===== config.mk =====
export PLATFORM = sky130hd
export DESIGN_NAME = bcd2_counter_display
export DESIGN_NICKNAME = d
export VERILOG_FILES = /design/src/rtl/bcd2_pkg.sv /design/src/rtl/bcd_digit_stage.sv /design/src/rtl/seg7_decoder.sv /design/src/rtl/bcd2_counter_display.sv
export SDC_FILE = /design/constraint.sdc
export NUM_CORES = 1
export LEC_CHECK = 0
export BUFFER_PORTS_ARGS = -buffer_cell sky130_fd_sc_hd__buf_2
export CAP_MARGIN = 20
export CORE_ASPECT_RATIO = 0.8
export CORE_MARGIN = 8
export CORE_UTILIZATION = 53
export CTS_CLUSTER_SIZE = 12
export DETAILED_ROUTE_END_ITERATION = 7
export GPL_TIMING_DRIVEN = 0
export PLACE_DENSITY = 0.79
export SKIP_CTS_REPAIR_TIMING = 1
export SLEW_MARGIN = 10
export SYNTH_ARGS = -nofsm -noshare
export SYNTH_HDL_FRONTEND = slang
export SYNTH_SLANG_ARGS = --single-unit

===== constraint.sdc =====
create_clock -name clk -period 2.85 [get_ports clk]
set_input_delay 0.57 -clock clk [delete_from_list [all_inputs] [get_ports clk]]
set_output_delay 0.57 -clock clk [all_outputs]
set_load 0.05 [all_outputs]

===== src/rtl/bcd2_pkg.sv =====
package bcd2_pkg;
  localparam int BCD_W   = 4;
  localparam int BCD_MAX = 9;
  localparam int SEG_W   = 7;

  typedef logic [BCD_W-1:0] bcd_t;
  typedef logic [SEG_W-1:0] seg_t;

  // Any code above the largest decimal digit saturates to it.
  function automatic bcd_t clamp_bcd(input bcd_t v);
    return (v > bcd_t'(BCD_MAX)) ? bcd_t'(BCD_MAX) : v;
  endfunction

  // Decimal successor; the largest digit rolls over to zero.
  function automatic bcd_t inc_bcd(input bcd_t v);
    return (v >= bcd_t'(BCD_MAX)) ? '0 : v + bcd_t'(1);
  endfunction

  // Segment pattern, bit 0 = segment a ... bit 6 = segment g, active-high.
  function automatic seg_t seg_glyph(input bcd_t v);
    seg_t s;
    case (v)
      4'd0:    s = 7'b0111111;
      4'd1:    s = 7'b0000110;
      4'd2:    s = 7'b1011011;
      4'd3:    s = 7'b1001111;
      4'd4:    s = 7'b1100110;
      4'd5:    s = 7'b1101101;
      4'd6:    s = 7'b1111101;
      4'd7:    s = 7'b0000111;
      4'd8:    s = 7'b1111111;
      4'd9:    s = 7'b1101111;
      default: s = 7'b0000000;
    endcase
    return s;
  endfunction
endpackage


===== src/rtl/bcd_digit_stage.sv =====
module bcd_digit_stage
  import bcd2_pkg::*;
#(
  parameter int DW = BCD_W
) (
  input  logic          clk,
  input  logic          rst,
  input  logic          load,
  input  logic [DW-1:0] load_val,
  input  logic          adv,
  output logic [DW-1:0] q,
  output logic          tc
);
  logic [DW-1:0] q_r;
  logic [DW-1:0] q_nxt;

  always_comb begin
    q_nxt = q_r;
    if (load)     q_nxt = clamp_bcd(load_val);
    else if (adv) q_nxt = inc_bcd(q_r);
  end

  always_ff @(posedge clk) begin
    if (rst) q_r <= '0;
    else     q_r <= q_nxt;
  end

  assign q  = q_r;
  assign tc = (q_r == DW'(BCD_MAX));
endmodule


===== src/rtl/seg7_decoder.sv =====
module seg7_decoder
  import bcd2_pkg::*;
#(
  parameter int DW = BCD_W,
  parameter int SW = SEG_W
) (
  input  logic [DW-1:0] digit,
  output logic [SW-1:0] seg
);
  assign seg = seg_glyph(digit);
endmodule


===== src/rtl/bcd2_counter_display.sv =====
module bcd2_counter_display
  import bcd2_pkg::*;
#(
  parameter int DW = BCD_W,
  parameter int SW = SEG_W
) (
  input  logic          clk,
  input  logic          rst,
  input  logic          cnt_en,
  input  logic          load_stb,
  input  logic [DW-1:0] load_units,
  input  logic [DW-1:0] load_tens,
  output logic [DW-1:0] units_q,
  output logic [DW-1:0] tens_q,
  output logic          tc_all,
  output logic [SW-1:0] seg_units,
  output logic [SW-1:0] seg_tens
);
  localparam int ND = 2;

  logic [ND-1:0][DW-1:0] ld_vals;
  logic [ND-1:0][DW-1:0] digit_q;
  logic [ND-1:0][SW-1:0] digit_seg;
  logic [ND-1:0]         digit_tc;
  logic [ND:0]           digit_adv;

  assign ld_vals[0]   = load_units;
  assign ld_vals[1]   = load_tens;
  assign digit_adv[0] = cnt_en;

  for (genvar i = 0; i < ND; i++) begin : g_digit
    bcd_digit_stage #(.DW(DW)) u_stage (
      .clk      (clk),
      .rst      (rst),
      .load     (load_stb),
      .load_val (ld_vals[i]),
      .adv      (digit_adv[i]),
      .q        (digit_q[i]),
      .tc       (digit_tc[i])
    );
    assign digit_adv[i+1] = digit_adv[i] & digit_tc[i];
    seg7_decoder #(.DW(DW), .SW(SW)) u_seg (
      .digit (digit_q[i]),
      .seg   (digit_seg[i])
    );
  end

  assign units_q   = digit_q[0];
  assign tens_q    = digit_q[1];
  assign seg_units = digit_seg[0];
  assign seg_tens  = digit_seg[1];
  assign tc_all    = digit_adv[ND];
endmodule


==> impl_metrics.ini <==
[critical_path]
cp-start-kind = flop
r2r_cells = 10
worst-r2r-setup-slack_ps = 160
criticalPathCategory = flop to flop
worstPathCellList = inv_1, ha_1, or3b_1, and2_4, or3_4, a221oi_4, inv_1, ha_1, a21oi_1, a311oi_1
startpoint = g_digit[1].u_stage.q[1]$_SDFFE_PP0N_
worstReg2RegStart = g_digit[1].u_stage.q[1]$_SDFFE_PP0N_
path_delay_family = simple AND/OR/NAND/NOR gates
rr_endpoint = g_digit[1].u_seg.seg[4]$_DFF_P_
slowest_stage = or3b_1
critical_path_arrival_ps = 2880
end_kind = flop
critPathBufInv = 2
path_max_fanout = 4
cpPeakStageDelay_ps = 390
worstPathRequired_ps = 3040

[floorplan]
core-area_sq_um = 2680
die_area_sq_um = 4700
rows = 17
io_pins = 35
die_y_microns = 62.9
initial_utilization = 0.545
die_w_microns = 74.7

[timing]
final.setup.tns_ps = 0
slew_viol_final = 0
worst_slew_pin_slew_ps = 417
period_minus_slack_ps = 2690
max_freq_ghz = 0.372
maxSlewHeadroom = 0.719
clock_skew_ps = 14.3
fin_ws_ps = 163
post-route-period-util = 0.943
setup_viol = 0
rsz0062_at_grt = no
hold_viol = 0

[synth]
yosysSeqAreaShare = 0.302
synth-main-ff-cell = dfxtp_1
synth_seq_cells = 22
synthDistinctLibCells = 51
postSynthAreaPerCell_sq_um = 9.61
synthCells = 152
syn-num-nets = 182
synth_edf_count = 0
synthArstFlopShare = 0
ys_warn_count = 0
synth_area_sq_um = 1460

[global_route]
grt_pass1_vias = 1286
grt_pass1_wl_microns = 5850
grt_max_degree = 14
grt.total_usage = 0.152
antenna_found_initial = 0
grt.overflow.total = 0

[route]
wl_per_cell_microns = 15.2
drt-pass1-iter-count = 4
vias = 1262
drcViolationCount = 0
viasPerCell = 5.56
antenna_left = 0
totalWireLength_microns = 3450
drt_first_iter_violations = 98

[hold_path]
hold_path_class = input pin to flop
hp-start = load_units[1]
hold_depth = 3
min_to = g_digit[0].u_stage.q[1]$_SDFFE_PP0N_

[power]
p_leak_uw = 0.000802
total_power_uw = 913
peakVddDrop_mv = 0.309
p_per_area_nw_per_um2 = 526

[cells_and_area]
syn2layout_area_growth_pct = 18.9
fin_nets = 220
n_antenna_cell = 0
drive_gt1_frac = 0.302
layout.cells.non_filler = 227
fillers = 227

[job]
drv_cap = 0

[place]
dpl_worst_slack_ps = 197
finalWeightedCongestion = 0.873
hpwl_microns = 2740
io_buffers = 33
place_inst = 223

[cts]
clk_path_buf_depth = 2
htreeDepth = 1
cts_tree = done
root_buffer = clkbuf_4
cts_made_buffers = 3
clock_latency_ps = 320
cts_sinks = 22
clkTransAtPathRegs_ps = 140

[outcome]
status = finished, final reports clean
## power breakdown
part | switching, uW | internal (uW)
Sequential | 17.3 | 340
Combinational | 222 | 90.9
Clock | 101 | 142
Total | 340 | 573
## worst max path at each step
stage / endpoint / cells past startpoint / slack, ps
after floorplan: g_digit[1].u_seg.seg[4]$_DFF_P_ / 10 / 200
final: g_digit[1].u_seg.seg[4]$_DFF_P_ / 10 / 160
after global routing: g_digit[0].u_seg.seg[5]$_DFF_P_ / 10 / 70
after global placement: g_digit[1].u_seg.seg[4]$_DFF_P_ / 10 / 260
after detailed placement: g_digit[1].u_seg.seg[4]$_DFF_P_ / 10 / 200
after CTS: g_digit[1].u_seg.seg[4]$_DFF_P_ / 10 / 170
## area by class of cell
type | instances | area, sq um | share of cell area
Sequential cell | 22 | 442 | 0.255
Tap cell | 38 | 47.5 | 0.0274
Clock inverter | 1 | 30.0 | 0.0173
Buffer | 3 | 20.0 | 0.0115
Inverter | 18 | 67.6 | 0.0389
Clock buffer | 3 | 22.5 | 0.0130
Timing Repair Buffer | 33 | 165 | 0.0952
Multi-Input combinational cell | 109 | 941 | 0.542
## state kept, by name, summed over array words and instances (netlist names)
signal,cells
g_digit.u_seg.seg,14
g_digit.u_stage.q,8
## synthesized netlist by cell type, drive strengths merged, types with 4 or more instances
library cell / count / area share
a21oi: 11 / 0.040
dfxtp: 22 / 0.30
ha: 18 / 0.15
inv: 16 / 0.041
nand2: 9 / 0.023
nand3: 5 / 0.017
nor2: 4 / 0.010
nor2b: 4 / 0.017
o21a: 4 / 0.021
o21ai: 7 / 0.024
o22ai: 4 / 0.017
## placed cells by master, fill, tap and decap left out, types with 2 or more instances in the layout
cell       Yosys  layout
a311oi_1       2       2
nand3b_1       2       2
ha_1          18      18
clkinv_1       2       2
a2bb2oi_1      2       2
nor2b_1        4       4
nor2_1         4       4
buf_2          1      34
o21ai_0        7       7
clkbuf_4       0       3
and3_4         2       2
a21oi_2        1       2
a21boi_0       2       2
mux2i_1        2       2
o22ai_1        4       4
dfxtp_1       22      21
nor3b_1        2       2
a21o_1         2       2
a21oi_1       10       9
nand3_1        5       5
inv_1         15      15
o21a_1         3       3
nand2_1        9       9
nor4bb_1       2       2
## stage by stage
step | util | area [sq um] | hold slack (ps)
floorplan | - | 1470 | 755
global placement | 0.627 | 1680 | 714
detailed placement | 0.627 | 1680 | 716
CTS | 0.646 | 1730 | 563
global route | 0.648 | 1740 | 606
finish | 0.648 | 1740 | 600
## per-layer routing
metal | vias to the layer above | wire, microns | GRT usage
li1 | 624 | - | -
met1 | 596 | 1470 | 0.177
met2 | 40 | 1700 | 0.259
met3 | 2 | 267 | 0.0497
met4 | 0 | 14 | 0.0341
met5 | - | 0 | 0
## worst min-delay path: cells and delay by family
family                 cells  cell delay, ps
and+or+nand+nor            1             110
AOI/OAI and AO/OA          1              90
buffers and inverters      1             110
## cell families after synthesis
family	share of synthesized area
buffers and inverters	0.0600
xor gates and xnor gates	0.00600
muxes	0.0137
and+or+nand+nor	0.194
adders and majority gates	0.154
DFF	0.302
AOI/OAI and AO/OA	0.271
Power figures use the tool's default switching activity.
